$ cat config.mk
export PLATFORM = sky130hd
export DESIGN_NAME = udc_stat_reg
export DESIGN_NICKNAME = d
export VERILOG_FILES = /design/src/rtl/udc_stat_pkg.sv /design/src/rtl/udc_halt_ctl.sv /design/src/rtl/udc_nrdy_timer.sv /design/src/rtl/udc_hib_flags.sv /design/src/rtl/udc_stat_reg.sv
export SDC_FILE = /design/constraint.sdc
export NUM_CORES = 1
export LEC_CHECK = 0
export ABC_CLOCK_PERIOD_IN_PS = 3800
export BUFFER_PORTS_ARGS = -buffer_cell sky130_fd_sc_hd__buf_2
export CORE_MARGIN = 2
export CORE_UTILIZATION = 43
export CTS_BUF_LIST = sky130_fd_sc_hd__clkbuf_2
export CTS_CLUSTER_DIAMETER = 150
export DETAILED_ROUTE_END_ITERATION = 10
export PLACE_DENSITY = 0.87
export REMOVE_ABC_BUFFERS = 1
export SETUP_SLACK_MARGIN = 0.4
export SLEW_MARGIN = 25
export SYNTH_ARGS = -nofsm -noshare
export SYNTH_HDL_FRONTEND = slang
export SYNTH_SLANG_ARGS = --single-unit
$ cat constraint.sdc
create_clock -name clk -period 3.8 [get_ports clk]
set_input_delay 0.95 -clock clk [delete_from_list [all_inputs] [get_ports clk]]
set_output_delay 0.95 -clock clk [all_outputs]
set_load 0.02 [all_outputs]
$ cat src/rtl/udc_stat_pkg.sv
package udc_stat_pkg;
  localparam int WORD_W   = 32;
  localparam int LINK_W   = 4;
  localparam int FRAME_W  = 14;
  localparam int SPD_W    = 3;

  localparam int SPD_LSB   = 0;
  localparam int FRAME_LSB = SPD_LSB + SPD_W;
  localparam int RXE_BIT   = FRAME_LSB + FRAME_W;
  localparam int LINK_LSB  = RXE_BIT + 1;
  localparam int HALT_BIT  = LINK_LSB + LINK_W;
  localparam int IDLE_BIT  = HALT_BIT + 1;
  localparam int SSS_BIT   = 24;
  localparam int RSS_BIT   = 25;
  localparam int ERR_BIT   = 28;
  localparam int NRDY_BIT  = 29;

  localparam logic [LINK_W-1:0] LINK_RST = 4'h4;
  localparam logic [SPD_W-1:0]  SPD_RST  = 3'h4;

  typedef struct packed {
    logic               idle;
    logic [LINK_W-1:0]  link;
    logic               rxe;
    logic [FRAME_W-1:0] frame;
    logic [SPD_W-1:0]   spd;
  } obs_t;
endpackage

$ cat src/rtl/udc_halt_ctl.sv
module udc_halt_ctl (
  input  logic clk,
  input  logic rst_n,
  input  logic run_en,
  input  logic ctrl_idle,
  input  logic disc_done,
  input  logic evt_pending,
  output logic halted
);
  logic halt_cond;
  assign halt_cond = !run_en && ctrl_idle && disc_done && !evt_pending;

  always_ff @(posedge clk or negedge rst_n) begin
    if (!rst_n)          halted <= 1'b1;
    else if (run_en)     halted <= 1'b0;
    else if (halt_cond)  halted <= 1'b1;
  end

  assert_run_clears_R2: assert property (@(posedge clk) disable iff (!rst_n)
    run_en |=> !halted);
  assert_halt_needs_cond_R3: assert property (@(posedge clk) disable iff (!rst_n)
    $rose(halted) |-> $past(ctrl_idle && disc_done && !evt_pending && !run_en));
  assert_no_halt_pending_R3: assert property (@(posedge clk) disable iff (!rst_n)
    (evt_pending && !halted) |=> !halted);
endmodule

$ cat src/rtl/udc_nrdy_timer.sv
module udc_nrdy_timer #(
  parameter int NRDY_CYC = 256
) (
  input  logic clk,
  input  logic rst_n,
  input  logic hib_en,
  input  logic hib_exit,
  input  logic run_en,
  input  logic phy_susp,
  output logic nrdy
);
  localparam int CNT_W = $clog2(NRDY_CYC + 1);
  localparam logic [CNT_W-1:0] CNT_LAST = CNT_W'(NRDY_CYC - 1);

  logic [CNT_W-1:0] cnt;
  logic             counting;
  assign counting = nrdy && run_en && !phy_susp;

  always_ff @(posedge clk or negedge rst_n) begin
    if (!rst_n) begin
      nrdy <= 1'b0;
      cnt  <= '0;
    end else if (!hib_en) begin
      nrdy <= 1'b0;
      cnt  <= '0;
    end else if (hib_exit) begin
      nrdy <= 1'b1;
      cnt  <= '0;
    end else if (counting) begin
      if (cnt == CNT_LAST) begin
        nrdy <= 1'b0;
        cnt  <= '0;
      end else begin
        cnt <= cnt + 1'b1;
      end
    end else begin
      cnt <= '0;
    end
  end

  assert_hib_off_clears_R5: assert property (@(posedge clk) disable iff (!rst_n)
    !hib_en |=> !nrdy);
  assert_exit_sets_R5: assert property (@(posedge clk) disable iff (!rst_n)
    (hib_en && hib_exit) |=> nrdy);
  assert_fall_needs_run_R6: assert property (@(posedge clk) disable iff (!rst_n)
    ($fell(nrdy) && $past(hib_en)) |-> $past(run_en && !phy_susp));
  assert_drop_holds_R7: assert property (@(posedge clk) disable iff (!rst_n)
    (nrdy && hib_en && !run_en) |=> nrdy);
endmodule

$ cat src/rtl/udc_hib_flags.sv
import udc_stat_pkg::*;

module udc_hib_flags (
  input  logic        clk,
  input  logic        rst_n,
  input  logic        hib_en,
  input  logic        save_start,
  input  logic        save_done,
  input  logic        rest_start,
  input  logic        rest_done,
  input  logic        sr_err,
  input  logic        wr_en,
  input  logic        wr_clr,
  output logic        save_busy,
  output logic        rest_busy,
  output logic        err
);
  always_ff @(posedge clk or negedge rst_n) begin
    if (!rst_n) begin
      save_busy <= 1'b0;
      rest_busy <= 1'b0;
    end else if (!hib_en) begin
      save_busy <= 1'b0;
      rest_busy <= 1'b0;
    end else begin
      if (save_start)     save_busy <= 1'b1;
      else if (save_done) save_busy <= 1'b0;
      if (rest_start)     rest_busy <= 1'b1;
      else if (rest_done) rest_busy <= 1'b0;
    end
  end

  always_ff @(posedge clk or negedge rst_n) begin
    if (!rst_n)                err <= 1'b0;
    else if (sr_err)           err <= 1'b1;
    else if (wr_en && wr_clr)  err <= 1'b0;
  end

  assert_hib_off_flags_R8: assert property (@(posedge clk) disable iff (!rst_n)
    !hib_en |=> (!save_busy && !rest_busy));
  assert_save_done_R8: assert property (@(posedge clk) disable iff (!rst_n)
    (hib_en && save_done && !save_start) |=> !save_busy);
  assert_err_source_R9: assert property (@(posedge clk) disable iff (!rst_n)
    $rose(err) |-> $past(sr_err));
  assert_err_sticky_R9: assert property (@(posedge clk) disable iff (!rst_n)
    (err && !(wr_en && wr_clr)) |=> err);
endmodule

$ cat src/rtl/udc_stat_reg.sv
import udc_stat_pkg::*;

module udc_stat_reg #(
  parameter int NRDY_CYC = 256
) (
  input  logic                 clk,
  input  logic                 rst_n,
  input  logic                 run_en,
  input  logic                 ctrl_idle,
  input  logic                 disc_done,
  input  logic                 evt_pending,
  input  logic                 hib_en,
  input  logic                 hib_exit,
  input  logic                 phy_susp,
  input  logic                 save_start,
  input  logic                 save_done,
  input  logic                 rest_start,
  input  logic                 rest_done,
  input  logic                 sr_err,
  input  logic                 rx_empty,
  input  logic [LINK_W-1:0]    link_state,
  input  logic [FRAME_W-1:0]   frame_num,
  input  logic [SPD_W-1:0]     conn_speed,
  input  logic                 wr_en,
  input  logic [WORD_W-1:0]    wr_data,
  output logic [WORD_W-1:0]    rd_data,
  output logic                 evt_allow
);
  obs_t obs_q;
  logic halted, nrdy, save_busy, rest_busy, err;
  logic unused_wr;
  assign unused_wr = ^{wr_data[WORD_W-1:ERR_BIT+1], wr_data[ERR_BIT-1:0]};

  always_ff @(posedge clk or negedge rst_n) begin
    if (!rst_n) begin
      obs_q.idle  <= 1'b0;
      obs_q.link  <= LINK_RST;
      obs_q.rxe   <= 1'b1;
      obs_q.frame <= '0;
      obs_q.spd   <= SPD_RST;
    end else begin
      obs_q.idle  <= ctrl_idle;
      obs_q.link  <= link_state;
      obs_q.rxe   <= rx_empty;
      obs_q.frame <= frame_num;
      obs_q.spd   <= conn_speed;
    end
  end

  udc_halt_ctl u_halt (
    .clk(clk), .rst_n(rst_n), .run_en(run_en), .ctrl_idle(ctrl_idle),
    .disc_done(disc_done), .evt_pending(evt_pending), .halted(halted)
  );

  udc_nrdy_timer #(.NRDY_CYC(NRDY_CYC)) u_nrdy (
    .clk(clk), .rst_n(rst_n), .hib_en(hib_en), .hib_exit(hib_exit),
    .run_en(run_en), .phy_susp(phy_susp), .nrdy(nrdy)
  );

  udc_hib_flags u_flags (
    .clk(clk), .rst_n(rst_n), .hib_en(hib_en),
    .save_start(save_start), .save_done(save_done),
    .rest_start(rest_start), .rest_done(rest_done),
    .sr_err(sr_err), .wr_en(wr_en), .wr_clr(wr_data[ERR_BIT]),
    .save_busy(save_busy), .rest_busy(rest_busy), .err(err)
  );

  always_comb begin
    rd_data = '0;
    rd_data[NRDY_BIT] = nrdy;
    rd_data[ERR_BIT]  = err;
    rd_data[RSS_BIT]  = rest_busy;
    rd_data[SSS_BIT]  = save_busy;
    rd_data[IDLE_BIT] = obs_q.idle;
    rd_data[HALT_BIT] = halted;
    rd_data[LINK_LSB +: LINK_W]   = obs_q.link;
    rd_data[RXE_BIT]  = obs_q.rxe;
    rd_data[FRAME_LSB +: FRAME_W] = obs_q.frame;
    rd_data[SPD_LSB +: SPD_W]     = obs_q.spd;
  end

  assign evt_allow = !halted;

  assert_gate_follows_run_R4: assert property (@(posedge clk) disable iff (!rst_n)
    run_en |=> evt_allow);
endmodule

## Word-level counts from Yosys, hierarchy flattened

Index checks and enable logic that the tools add are counted.
Widths: inputs -> output; s select.

- Output and inout port bits: 33
- Register bits after elaboration: 37
- Word-level logic and storage cells: 48

- $add $sub $neg: 1
- Reductions and logical operators: 13
- Equality and inequality tests: 5
- Multiplexer cells: 18

Operator list:

| kind | count |
|---|---|
| $mux 9 | 4 |
| $mux 1 | 14 |
| $ne 3x1->1 const B | 4 |
| $add 9x1->9 const B | 1 |
| $eq 9x8->1 const B | 1 |
| $logic_and 1x1->1 | 6 |
| $logic_not 1->1 | 4 |
| $reduce_bool 2->1 | 2 |
| $reduce_and 2->1 | 1 |

## Longest topological paths before layout

Gate-level depths: netlist of run 1.

- Word-level depth: 6
- Gate-level depth with buffers: 4
- Depth with buffers taken out: 4

## Hierarchy

A second synthesis of run 1 with hierarchy kept.

- Cells, all modules: 90
- Area total of the unflattened synthesis: 1302.5 um2

By module, submodules not included:

| module | sequential area each (um2) | instances | cells each | area an instance (um2) |
|---|---|---|---|---|
| udc_stat_reg | 579.3 | 1 | 34 | 654.4 |
| udc_nrdy_timer | 250.2 | 1 | 43 | 476.7 |
| udc_hib_flags | 75.1 | 1 | 9 | 128.9 |
| udc_halt_ctl | 26.3 | 1 | 4 | 42.5 |

## Worst setup path before layout of run 1

Ideal clock, no wire load.

- Path kind: input to register
- From: input port hib_exit
- To: register u_nrdy.cnt[7]
- Library setup time: 0.099 ns
- Path slack: 2.190 ns
- Required time: 3.701 ns
- Stages on the path: 3
- Arrival: 1.511 ns
- Buffers on the path: 0
- Cell sequence: and4bb_2 nand2_1 a311oi_1

- Longest elaborated chain between the ends: 2

Ends and longest elaborated chain:

| element | line | text |
|---|---|---|
| from (decl) | udc_stat_reg.sv:13 | `input logic hib_exit,` |
| $mux 9 | udc_nrdy_timer.sv:26 | `end else if (hib_exit) begin` |
| $mux 9 | udc_nrdy_timer.sv:23 | `end else if (!hib_en) begin` |
| to (signal assigned) | udc_nrdy_timer.sv:34 | `cnt <= cnt + 1'b1;` |
| to (decl) | udc_nrdy_timer.sv:15 | `logic [CNT_W-1:0] cnt;` |

Every way passes these cells.
A chain may end at the register's enable or synchronous reset.

## Final worst setup path of run 1

- From: register u_halt.halted
- To: output port evt_allow

- Longest elaborated chain between the ends: 1

Ends and longest elaborated chain:

| element | line | text |
|---|---|---|
| from (decl) | udc_halt_ctl.sv:8 | `output logic halted` |
| from (signal assigned) | udc_halt_ctl.sv:14 | `if (!rst_n) halted <= 1'b1;` |
| from (signal assigned) | udc_halt_ctl.sv:15 | `else if (run_en) halted <= 1'b0;` |
| from (signal assigned) | udc_halt_ctl.sv:16 | `else if (halt_cond) halted <= 1'b1;` |
| $logic_not 1->1 | udc_stat_reg.sv:82 | `assign evt_allow = !halted;` |
| to (decl) | udc_stat_reg.sv:27 | `output logic evt_allow` |

Every way passes these cells.

==> results of run 1 <==
-- power breakdown --
part	leakage (nW)	switching (mW)	internal, mW
clock network	0.0306	0.117	0.0493
logic	0.361	0.0465	0.0278
registers	0.449	0.00452	0.411
total	0.840	0.168	0.488
-- metrics by stage --
stage	total power, mW	setup WS [ps]
2_1_floorplan	0.4543	2157
3_3_place_gp	0.4957	2008
3_5_place_dp	0.4986	1957
4_1_cts	0.6654	1696
5_1_grt	0.6867	1675
6_report	0.6564	1721
-- path summary, 6_finish.rpt --
check	end	slack (ps)
min in group asynchronous	rd_data[3]$_DFF_PN0_	610
min reg2reg	u_halt.halted$_DFFE_PN1P_	500
min	u_halt.halted$_DFFE_PN1P_	500
max in group asynchronous	u_nrdy.cnt[5]$_DFF_PN0_	2700
max	evt_allow	1720
max reg2reg	u_nrdy.cnt[3]$_DFF_PN0_	2120
-- area by class of cell --
class / instances / area [sq um] / area share
tap: 31 / 38.79 / 0.02361
timing repair buffer: 66 / 330.3 / 0.2011
inverter: 3 / 11.26 / 0.006855
multi-input combinational: 47 / 292.8 / 0.1782
clock buffer: 7 / 35.03 / 0.02133
clock inverter: 1 / 3.754 / 0.002285
sequential: 37 / 930.9 / 0.5666
-- logic make-up (layout without fill, tap and decap cells) --
| family | after synthesis | count (layout) | synth area share |
|---|---|---|---|
| AO/OA/AOI/OAI | 13 | 13 | 0.06783 |
| XOR/XNOR | 3 | 3 | 0.02035 |
| adder cells (fa/ha/maj) | 1 | 1 | 0.009688 |
| buffers and inverters | 12 | 77 | 0.06104 |
| flip-flops | 37 | 37 | 0.7209 |
| other | 1 | 4 | 0.002904 |
| AND/OR/NAND/NOR | 26 | 26 | 0.1173 |
-- Yosys cell counts (2+ instances only) --
cell type	instances	area share
sky130_fd_sc_hd__buf_4	9	0.052
sky130_fd_sc_hd__nor2b_1	2	0.0097
sky130_fd_sc_hd__nand3_1	4	0.016
sky130_fd_sc_hd__a21oi_1	3	0.012
sky130_fd_sc_hd__dfstp_2	4	0.081
sky130_fd_sc_hd__inv_1	3	0.0087
sky130_fd_sc_hd__a41oi_1	2	0.014
sky130_fd_sc_hd__nand2_1	4	0.012
sky130_fd_sc_hd__xor2_1	2	0.014
sky130_fd_sc_hd__nor2_1	6	0.017
sky130_fd_sc_hd__o21a_1	2	0.012
sky130_fd_sc_hd__dfrtp_1	33	0.64
-- placed cells by master (no fill, tap or decap), types with 2 or more instances in the layout --
master | netlist | routed
sky130_fd_sc_hd__nor2_1 | 6 | 6
sky130_fd_sc_hd__nand2_1 | 4 | 4
sky130_fd_sc_hd__inv_1 | 3 | 3
sky130_fd_sc_hd__a21oi_1 | 3 | 3
sky130_fd_sc_hd__dfstp_2 | 4 | 4
sky130_fd_sc_hd__xor2_1 | 2 | 2
sky130_fd_sc_hd__o21a_1 | 2 | 2
sky130_fd_sc_hd__nand3_1 | 4 | 4
sky130_fd_sc_hd__buf_2 | 0 | 66
sky130_fd_sc_hd__conb_1 | 1 | 4
sky130_fd_sc_hd__a41oi_1 | 2 | 2
sky130_fd_sc_hd__nor2b_1 | 2 | 2
sky130_fd_sc_hd__clkbuf_2 | 0 | 7
sky130_fd_sc_hd__dfrtp_1 | 33 | 33
-- per-layer routing --
layer / track usage / share of wire / vias to the layer above
met1: 0.1554 / 0.35 / 453
met2: 0.2905 / 0.55 / 43
met3: 0.06154 / 0.080 / 7
met4: 0.08442 / 0.020 / 0
met5: 0 / 0 / -
li1: - / - / 439
-- state kept, by name, summed over array words and instances, names as in the netlist --
| signal | count |
|---|---|
| rd_data | 23 |
| u_nrdy.nrdy | 1 |
| u_flags.err | 1 |
| u_halt.halted | 1 |
| u_nrdy.cnt | 9 |
| u_flags.rest_busy | 1 |
| u_flags.save_busy | 1 |
-- critical path, cell delays in order (launching register included) --
cell and delay [ps]:
sky130_fd_sc_hd__dfstp_2 560, sky130_fd_sc_hd__inv_1 50, sky130_fd_sc_hd__buf_2 150
==> results by group, run 1 <==
Min path
  – Min-delay worst type: reg2reg
  – Number of cells on the worst hold path: 2
  – Min-Delay Startpoint: u_halt.halted$_DFFE_PN1P_

Final layout
  – Share of the core filled with cells in the final layout: 0.5856
  – Filler-free cell count of the finished design: 192
  – Final layout net count: 230
  – Share of post-route cells with drive strength above 1: 0.4969
  – Finished Cell Area: 0.001643 sq mm
  – Filler instances: 234
  – Synthesis-to-layout area growth: 27.23%
  – Diode count: 0

Logic synthesis
  – Leading register cell type out of synthesis: sky130_fd_sc_hd__dfrtp_1
  – Post-synthesis sequential area ratio: 0.7209
  – Post-synth ARST share: 1.000
  – Total number of yosys warnings: 0
  – Gate Count Post-Synth: 93
  – Number of unique standard cell types used by synthesis: 31
  – Average instance area after synthesis: 13.88 sq um
  – Netlist area before placement: 0.001291 sq mm
  – Count of flip-flops with a built-in enable after synthesis: 0
  – Number of storage elements in the synthesis netlist: 37

Routing
  – Routed wire per std cell: 13.11 microns
  – Count of antenna-violating nets left after detailed routing: 0
  – Via density per instance: 4.906
  – DRC marker count from the first detailed-route iteration: 20
  – Vias post-DR: 942
  – # DRC: 6
  – Final routed wirelength across all metal layers: 2517 microns
  – First-pass DRT Iterations: 7

Floorplanning
  – Die Y: 58.80 microns
  – Initial core utilization: 0.4603
  – Row count: 19
  – Die Span X: 58.80 microns
  – Floorplan Core Area: 0.002805 sq mm
  – Floorplan die area: 0.003457 sq mm
  – Num ports: 102

CTS
  – Reg clk slew, reported paths: 160 ps
  – TritonCTS clock tree: yes
  – H-tree levels: 2
  – Clock root buffer master: sky130_fd_sc_hd__clkbuf_2
  – CTS buffer count: 5
  – Clock latency at the later pin of the worst-skew pair: 380 ps
  – Post-CTS Hold Buffers: 0
  – Post-cts gate resize count: 0
  – Maximum clock path buffer count: 2
  – Post-CTS setup repair buffer count: 0
  – Clock Sink Count: 37

Power and ir drop
  – Worst vdd ir: 0.2801 mV
  – Total power density per cell area: 399.6 mW/mm^2
  – Leakage component of the power: 0.8403 nW

Global routing
  – Global-route wire length before repair: 3939 microns
  – Initial antenna violation count: 0
  – Overall routing resource usage: 0.1604
  – Pin count of the biggest net entering global routing: 38
  – Final global-route overflow total: 0
  – Number of global-route vias before repair: 897

Job
  – Count of max-cap constraint violations: 0

Critical path
  – Required time of the critical path: 2850 ps
  – Critical-path maximum fanout: 2
  – Reg-to-reg startpoint: u_nrdy.cnt[0]$_DFF_PN0_
  – Worst reg-to-reg path cell count: 4
  – Crit path from: u_halt.halted$_DFFE_PN1P_
  – Crit path launch type: register
  – Worst setup EP type: output port
  – Data arrival at the endpoint of the critical path: 1130 ps
  – Worst setup path class: reg2out

Timing
  – Highest Clock Rate: 481.0 MHz
  – Setup repair after global routing missed its margin: false
  – Time the worst path needs with I/O delays and setup: 2079 ps
  – Pin slew with the least headroom to its limit: 755.2 ps
  – Number of setup violations in the final report: 0
  – Period utilisation layout: 0.5471
  – Max-slew headroom: 0.4966
  – Clk_skew: 24.31 ps
  – Total Neg Setup Slack: 0 ps
  – Hold Slack: 499.2 ps
  – Count of endpoints failing hold in the final timing report: 0
  – Final max-slew violation count: 0

Placed design
  – Hpwl dp: 1916 microns
  – Number of input and output port buffers inserted: 66
  – Number of placed instances with taps included: 184
  – GPL Wtd Cong: 0.7686
  – Cell area after placement: 0.001604 sq mm

Outcome
  – Outcome: finished with violations
  – Violated checks: design-rule violations
Power figures use the tool's default switching activity.
==> run 2, diff against run 1 <==
--- a/config.mk
+++ b/config.mk
@@ -5,14 +5,14 @@
 export SDC_FILE = /design/constraint.sdc
 export NUM_CORES = 1
 export LEC_CHECK = 0
-export ABC_CLOCK_PERIOD_IN_PS = 3800
+export ABC_CLOCK_PERIOD_IN_PS = 1650
 export BUFFER_PORTS_ARGS = -buffer_cell sky130_fd_sc_hd__buf_2
 export CORE_MARGIN = 2
-export CORE_UTILIZATION = 43
+export CORE_UTILIZATION = 36
 export CTS_BUF_LIST = sky130_fd_sc_hd__clkbuf_2
 export CTS_CLUSTER_DIAMETER = 150
 export DETAILED_ROUTE_END_ITERATION = 10
-export PLACE_DENSITY = 0.87
+export PLACE_DENSITY = 0.77
 export REMOVE_ABC_BUFFERS = 1
 export SETUP_SLACK_MARGIN = 0.4
 export SLEW_MARGIN = 25
==> constraint.sdc (replaced) <==
create_clock -name clk -period 1.65 [get_ports clk]
set_input_delay 0.4125 -clock clk [delete_from_list [all_inputs] [get_ports clk]]
set_output_delay 0.4125 -clock clk [all_outputs]
set_load 0.02 [all_outputs]
==> run 2 against run 1 <==
  * The flow now finishes without violations
  * Critical path type unchanged
  * Clock skew decreased by 6.3 ps
  * Critical path depth did not move
  * Largest cell class unchanged
  * Count of clock-buffer cells in the layout shrank 2
  * Global-route usage increased by 0.59 points
  * Largest power group unchanged
==> results by group, run 2 (synthesized netlist as in run 1, its figures left out) <==
Floorplanning
  – Row count: 21 (+2)
  – Floorplan Core Area: 0.003390 sq mm (+21%)
  – Die Span X: 63.89 microns (+8.7%)
  – Die Y: 63.89 microns (+8.7%)
  – Floorplan die area: 0.004082 sq mm (+18%)
  – Initial core utilization: 0.3810 (-0.07935)
  – Num ports: 102 (unchanged)

CTS
  – Reg clk slew, reported paths: 190 ps (+30 ps)
  – TritonCTS clock tree: yes
  – CTS buffer count: 5 (unchanged)
  – Maximum clock path buffer count: 2 (unchanged)
  – Clock Sink Count: 37 (unchanged)
  – H-tree levels: 2 (unchanged)
  – Clock root buffer master: sky130_fd_sc_hd__clkbuf_2
  – Clock latency at the later pin of the worst-skew pair: 370 ps (about the same)

Critical path
  – Crit path launch type: register
  – Critical-path maximum fanout: 2 (unchanged)
  – Worst reg-to-reg path cell count: 5 (+1)
  – Worst setup EP type: output port
  – Required time of the critical path: 1240 ps (-1610 ps)
  – R2R setup slack: 410 ps (-1710 ps)
  – Capture point of the worst reg-to-reg path: u_nrdy.cnt[7]$_DFF_PN0_
  – Data arrival at the endpoint of the critical path: 1110 ps (-20 ps)
  – Reg-to-reg startpoint: u_nrdy.cnt[0]$_DFF_PN0_
  – Worst setup path class: reg2out

Timing
  – Number of setup violations in the final report: 0 (unchanged)
  – Highest Clock Rate: 655.9 MHz
  – Time the worst path needs with I/O delays and setup: 1525 ps
  – Total Neg Setup Slack: 0 ps (unchanged)
  – Final max-slew violation count: 0 (unchanged)
  – Clk_skew: 18.01 ps (-6.299 ps)
  – Count of endpoints failing hold in the final timing report: 0 (unchanged)
  – Period utilisation layout: 0.9240
  – Setup repair after global routing missed its margin: true
  – Hold Slack: 104.5 ps (-394.7 ps)

Global routing
  – Overall routing resource usage: 0.1664 (+0.005921)
  – Number of global-route vias before repair: 1074 (+20%)
  – Initial antenna violation count: 0 (unchanged)
  – Pin count of the biggest net entering global routing: 23 (-39%)
  – Global-route wire length before repair: 4988 microns (+27%)
  – Final global-route overflow total: 0 (unchanged)

Power and ir drop
  – Worst vdd ir: 0.6498 mV (+130%)
  – Total design power: 1.746 mW (+170%)
  – Leakage component of the power: 0.9481 nW (+13%)
  – Total power density per cell area: 878.8 mW/mm^2 (+120%)

Final layout
  – Commonest cells after routing, fill and taps aside: 38 x sky130_fd_sc_hd__buf_2, 29 x sky130_fd_sc_hd__dfrtp_1, 28 x sky130_fd_sc_hd__buf_6
  – Most common cell after layout, fill and taps aside: sky130_fd_sc_hd__buf_2
  – Share of post-route cells with drive strength above 1: 0.5872 (+0.09031)
  – Number of flip-flops in the largest register: 23 (unchanged)
  – Synthesis-to-layout area growth: 53.88%
  – Final layout net count: 241 (+4.8%)
  – Filler-free cell count of the finished design: 218 (+14%)
  – Diode count: 0 (unchanged)

Job
  – Count of max-cap constraint violations: 0 (unchanged)

Routing
  – DRC marker count from the first detailed-route iteration: 14 (-30%)
  – First-pass DRT Iterations: 4 (-3)
  – Via density per instance: 4.651 (-5.2%)
  – Final routed wirelength across all metal layers: 3216 microns (+28%)
  – Count of antenna-violating nets left after detailed routing: 0 (unchanged)
  – Vias post-DR: 1014 (+7.6%)
  – Routed wire per std cell: 14.75 microns (+13%)
  – # DRC: 0 (-6)

Min path
  – Number of cells on the worst hold path: 1 (-1)
  – Min-delay worst type: in2reg
  – End point of the most critical hold path: rd_data[20]$_DFF_PN1_
  – Min-Delay Startpoint: link_state[2]

Placed design
  – Number of input and output port buffers inserted: 66 (unchanged)
  – Hpwl dp: 2155 microns (+12%)
  – Number of placed instances with taps included: 202 (+9.8%)
  – GPL Wtd Cong: 0.7269 (-5.4%)

Outcome
  – Outcome: completed
==> run 2: cell count changes in the layout (fill, tap and decap cells not counted), moves of 2 or more <==
| cell | previous run | this run |
|---|---|---|
| sky130_fd_sc_hd__buf_2 | 66 | 38 |
| sky130_fd_sc_hd__buf_6 | 0 | 28 |
| sky130_fd_sc_hd__buf_4 | 0 | 10 |
| sky130_fd_sc_hd__dfrtp_1 | 33 | 29 |
| sky130_fd_sc_hd__dfrtp_2 | 0 | 4 |
| sky130_fd_sc_hd__clkbuf_2 | 7 | 5 |
| sky130_fd_sc_hd__nor2_1 | 6 | 4 |
| sky130_fd_sc_hd__nor2_2 | 0 | 2 |
==> run 2: critical path, cell delays in order, from the launching register on <==
cell	delay, ps
sky130_fd_sc_hd__dfstp_2	580
sky130_fd_sc_hd__inv_2	40
sky130_fd_sc_hd__buf_6	120
==> run 2: where the power goes <==
| part | switching [mW] | total, mW | internal [mW] |
|---|---|---|---|
| clock | 0.294 | 0.546 | 0.251 |
| combinational | 0.116 | 0.233 | 0.117 |
| sequential | 0.0197 | 0.968 | 0.948 |
| total | 0.430 | 1.75 | 1.32 |
==> run 2: how the worst max path moves through the flow <==
| stage | start | to | slack (ps) | cells past startpoint |
|---|---|---|---|---|
| after floorplan | u_nrdy.cnt[0]$_DFF_PN0_ | u_nrdy.cnt[2]$_DFF_PN0_ | 340 | 4 |
| after global placement | u_nrdy.cnt[0]$_DFF_PN0_ | u_nrdy.cnt[3]$_DFF_PN0_ | 210 | 4 |
| after detailed placement | u_nrdy.cnt[0]$_DFF_PN0_ | u_nrdy.cnt[3]$_DFF_PN0_ | 100 | 4 |
| after CTS | u_halt.halted$_DFFE_PN1P_ | rd_data[22] | 120 | 1 |
| after global routing | u_halt.halted$_DFFE_PN1P_ | evt_allow | 30 | 2 |
| final | u_halt.halted$_DFFE_PN1P_ | evt_allow | 130 | 2 |
==> run 2: per-layer routing <==
metal  part of all wire  GRT usage  wire (microns)
met1               0.33     0.1564            1066
met2               0.60     0.3216            1914
met3              0.055    0.05458             176
met4              0.018    0.07065              59
met5                  0          0               0
==> run 2: final cells by class <==
class | instances | area [sq um]
multi-input cells | 47 | 325.3
inverters | 3 | 11.26
flip-flops and latches | 37 | 935.9
fillers | 253 | 1403
clock inverters | 3 | 41.29
clock buffers | 5 | 25.02
repair buffers | 77 | 590.6
well taps | 46 | 57.56
==> run 2: metrics by stage <==
step / utilization / area, sq um / setup WS (ps)
after global placement: 0.4854 / 1645 / 213.9
after floorplan: - / 1235 / 343.7
after detailed placement: 0.4854 / 1645 / 101.2
final: 0.5862 / 1987 / 125.4
after CTS: 0.5751 / 1949 / 117.8
after global routing: 0.5862 / 1987 / 30.19
==> run 2: what timing repair did <==
action                                  in CTS  in global routing
hold buffers                                 1                  0
endpoints found under the setup margin      38                 37
pin swaps                                    2                  6
gates resized for setup                     61                  7
gates cloned                                 0                  0
setup buffers                                5                  2
hold endpoints to repair                    17                  0
==> run 3, diff against run 2 <==
--- a/config.mk
+++ b/config.mk
@@ -5,6 +5,7 @@
 export SDC_FILE = /design/constraint.sdc
 export NUM_CORES = 1
 export LEC_CHECK = 0
+export ABC_AREA = 1
 export ABC_CLOCK_PERIOD_IN_PS = 1650
 export BUFFER_PORTS_ARGS = -buffer_cell sky130_fd_sc_hd__buf_2
 export CORE_MARGIN = 2
==> run 3 against run 2 <==
  * Synthesized cell count up 18%
  * Core utilization up 0.32 points
  * Via count about the same
  * First-iteration DRC count unchanged
  * Setup slack worse by 40 ps
  * Non-clock buffer count down 5
  * Sequential share of layout area down 0.86 points
  * Fmax down 2.6%
  * Critical endpoint unchanged
  * Highest routed layer unchanged
==> results by group, run 3 <==
CTS
  – H-tree levels: 2 (unchanged)
  – CTS buffer count: 5 (unchanged)
  – Clock Sink Count: 37 (unchanged)
  – Reg clk slew, reported paths: 190 ps (about the same)
  – Maximum clock path buffer count: 2 (unchanged)
  – Clock latency at the later pin of the worst-skew pair: 390 ps (+20 ps)
  – Clock root buffer master: sky130_fd_sc_hd__clkbuf_2
  – TritonCTS clock tree: yes

Placed design
  – Number of input and output port buffers inserted: 66 (unchanged)
  – GPL Wtd Cong: 0.7806 (+7.4%)
  – Number of placed instances with taps included: 217 (+7.4%)
  – Hpwl dp: 1939 microns (-10%)

Global routing
  – Initial antenna violation count: 0 (unchanged)
  – Number of global-route vias before repair: 1039 (-3.3%)
  – Final global-route overflow total: 0 (unchanged)
  – Global-route wire length before repair: 4892 microns (-1.9%)
  – Overall routing resource usage: 0.1645 (-0.001880)
  – Pin count of the biggest net entering global routing: 38 (+65%)

Routing
  – Vias post-DR: 1015 (+0.099%)
  – Count of antenna-violating nets left after detailed routing: 0 (unchanged)
  – First-pass DRT Iterations: 4 (unchanged)
  – # DRC: 0 (unchanged)
  – Via density per instance: 4.413 (-5.1%)
  – Final routed wirelength across all metal layers: 3255 microns (+1.2%)
  – DRC marker count from the first detailed-route iteration: 14 (unchanged)
  – Routed wire per std cell: 14.15 microns (-4.1%)

Logic synthesis
  – Fraction of synthesized area in multiplexers: 0 (unchanged)
  – Compound-Gate Fraction of Synth Area: 0.02284 (-0.04499)
  – Largest area contributor in the netlist: sky130_fd_sc_hd__dfrtp_1
  – Count of flip-flops with a built-in enable after synthesis: 0 (unchanged)
  – Number of unique standard cell types used by synthesis: 22 (-29%)
  – Number of storage elements in the synthesis netlist: 37 (unchanged)
  – Post-synthesis share of cell area spent on xor and xnor gates: 0.02664 (+0.006292)
  – Netlist area before placement: 0.001315 sq mm (+1.8%)
  – Post-synth ARST share: 1.000 (unchanged)
  – Main combinational cell family by area after synthesis: simple AND/OR/NAND/NOR gates
  – Top cell types by occurrence after synthesis: 33 x sky130_fd_sc_hd__dfrtp_1, 15 x sky130_fd_sc_hd__nor2_1, 14 x sky130_fd_sc_hd__nand2_1, 9 x sky130_fd_sc_hd__buf_4, 9 x sky130_fd_sc_hd__inv_1
  – Average instance area after synthesis: 11.95 sq um (-14%)
  – Leading cell type by number of instances after synthesis: sky130_fd_sc_hd__dfrtp_1
  – Share of synthesized cell area in and, or, nand and nor gates: 0.1475 (+0.03023)
  – Post-synthesis sequential area ratio: 0.7079 (-0.01303)
  – Top cells by area in the synthesized netlist: sky130_fd_sc_hd__dfrtp_1 63%, sky130_fd_sc_hd__dfstp_2 8.0%, sky130_fd_sc_hd__buf_4 5.1%
  – Leading register cell type out of synthesis: sky130_fd_sc_hd__dfrtp_1
  – Total number of yosys warnings: 0 (unchanged)
  – Adder-cell area share of the yosys netlist: 0.009515 (-0.0001752)
  – Gate Count Post-Synth: 110 (+18%)
  – Top cell type's share of synthesized area: 0.6280 (-0.01156)

Critical path
  – Worst setup path class: reg2out
  – Worst setup EP type: output port
  – Worst reg-to-reg path cell count: 8 (+3)
  – Critical-path maximum fanout: 2 (unchanged)
  – Data arrival at the endpoint of the critical path: 1150 ps (+40 ps)
  – Required time of the critical path: 1240 ps (about the same)
  – Crit path launch type: register

Timing
  – Number of setup violations in the final report: 0 (unchanged)
  – Period utilisation layout: 0.9484 (+0.02437)
  – Highest Clock Rate: 639.0 MHz (-2.6%)
  – Clk_skew: 3.868 ps (-14.14 ps)
  – Total Neg Setup Slack: 0 ps (unchanged)
  – Time the worst path needs with I/O delays and setup: 1565 ps (+40.21 ps)
  – Setup repair after global routing missed its margin: true
  – Final max-slew violation count: 0 (unchanged)
  – Count of endpoints failing hold in the final timing report: 0 (unchanged)

Job
  – Count of max-cap constraint violations: 0 (unchanged)

Final layout
  – Commonest cells after routing, fill and taps aside: 38 x sky130_fd_sc_hd__buf_2, 33 x sky130_fd_sc_hd__dfrtp_1, 28 x sky130_fd_sc_hd__buf_6
  – Total area of multi-input combinational cells: 360.3 sq um (+11%)
  – Most common cell after layout, fill and taps aside: sky130_fd_sc_hd__buf_2
  – Number of flip-flops in the largest register: 23 (unchanged)
  – Share of post-route cells with drive strength above 1: 0.5652 (-0.02199)
  – Filler-free cell count of the finished design: 230 (+5.5%)
  – Final layout net count: 253 (+5.0%)
  – Synthesis-to-layout area growth: 53.09%
  – Diode count: 0 (unchanged)
  – Sequential cell area in the final layout: 930.9 sq um (-0.53%)
  – Filler instances: 294 (+16%)

Floorplanning
  – Num ports: 102 (unchanged)
  – Row count: 21 (unchanged)
  – Floorplan Core Area: 0.003416 sq mm (+0.78%)
  – Floorplan die area: 0.004153 sq mm (+1.7%)
  – Initial core utilization: 0.3850 (+0.004029)
  – Die Span X: 64.44 microns (+0.86%)
  – Die Y: 64.44 microns (+0.86%)

Power and ir drop
  – Worst vdd ir: 0.7093 mV (+9.2%)
  – Total power density per cell area: 890.6 mW/mm^2 (+1.3%)
  – Leakage component of the power: 0.9697 nW (+2.3%)

Outcome
  – Outcome: completed

Min path
  – Min-delay worst type: in2async
run 3: cell count changes in the layout (fill, tap and decap cells not counted), moves of 3 or more:
cell,before,now
sky130_fd_sc_hd__inv_1,2,8
sky130_fd_sc_hd__dfrtp_1,29,33
sky130_fd_sc_hd__nor2_4,0,4
sky130_fd_sc_hd__dfrtp_2,4,0
sky130_fd_sc_hd__nor2_1,4,10
sky130_fd_sc_hd__buf_4,10,6
sky130_fd_sc_hd__nand2_1,4,11
sky130_fd_sc_hd__nand2_2,0,3
run 3: logic make-up (layout without fill, tap and decap cells):
family                   after synthesis  count (layout)
other                                  1               4
AO/OA/AOI/OAI                          5               5
adder cells (fa/ha/maj)                1               1
flip-flops                            37              37
XOR/XNOR                               4               4
AND/OR/NAND/NOR                       42              42
buffers and inverters                 20              91
run 3: metrics by stage:
| stage | area [sq um] | util | hold slack (ps) | power [mW] | worst slack [ps] |
|---|---|---|---|---|---|
| floorplan | 1259 | - | 116.9 | 1.054 | 496.5 |
| global placement | 1654 | 0.4842 | 461.1 | 1.156 | 362.6 |
| detailed placement | 1654 | 0.4842 | 463.5 | 1.161 | 358.6 |
| CTS | 1926 | 0.5637 | 16.51 | 1.788 | 93.06 |
| global route | 2013 | 0.5894 | 12.95 | 1.873 | 35.69 |
| finish | 2013 | 0.5894 | 9.281 | 1.793 | 85.17 |
run 3: final cells by class:
class	count	share of cell area
clock inverters	2	0.01927
repair buffers	72	0.2735
clock buffers	6	0.01492
inverters	11	0.02237
well taps	46	0.02859
flip-flops and latches	37	0.4624
multi-input cells	56	0.1790
run 3: timing repair:
action | CTS | global route
setup buffers | 3 | 2
pin swaps | 0 | 8
cloned | 0 | 0
resized for setup | 58 | 18
setup endpoints to repair | 36 | 37
hold buffers | 0 | 0
run 3: power by group:
part / switching (mW) / internal (mW)
logic: 0.126 / 0.116
registers: 0.0215 / 0.949
clock network: 0.315 / 0.266
run 3: layer usage:
layer | part of all wire | GRT usage | vias to the layer above
li1 | - | - | 472
met1 | 0.32 | 0.1572 | 479
met2 | 0.54 | 0.2813 | 56
met3 | 0.12 | 0.09896 | 8
met4 | 0.022 | 0.07447 | 0
met5 | 0 | 0 | -
run 3: final timing paths:
check,start,slack (ps),to
setup reg to reg,u_nrdy.cnt[1]$_DFF_PN0_,340,u_nrdy.nrdy$_DFFE_PN0P_
setup / recovery,u_halt.halted$_DFFE_PN1P_,90,evt_allow
hold / removal,rst_n,9,rd_data[21]$_DFF_PN0_
max in group asynchronous,rst_n,1290,u_halt.halted$_DFFE_PN1P_
min in group clk,link_state[2],90,rd_data[20]$_DFF_PN1_
hold reg to reg,u_flags.err$_DFFE_PN0P_,530,u_flags.err$_DFFE_PN0P_
run 3: worst max-delay path, cell delays in order, from the launching register on:
cell and delay [ps]:
sky130_fd_sc_hd__dfstp_2 590, sky130_fd_sc_hd__inv_2 50, sky130_fd_sc_hd__buf_6 120
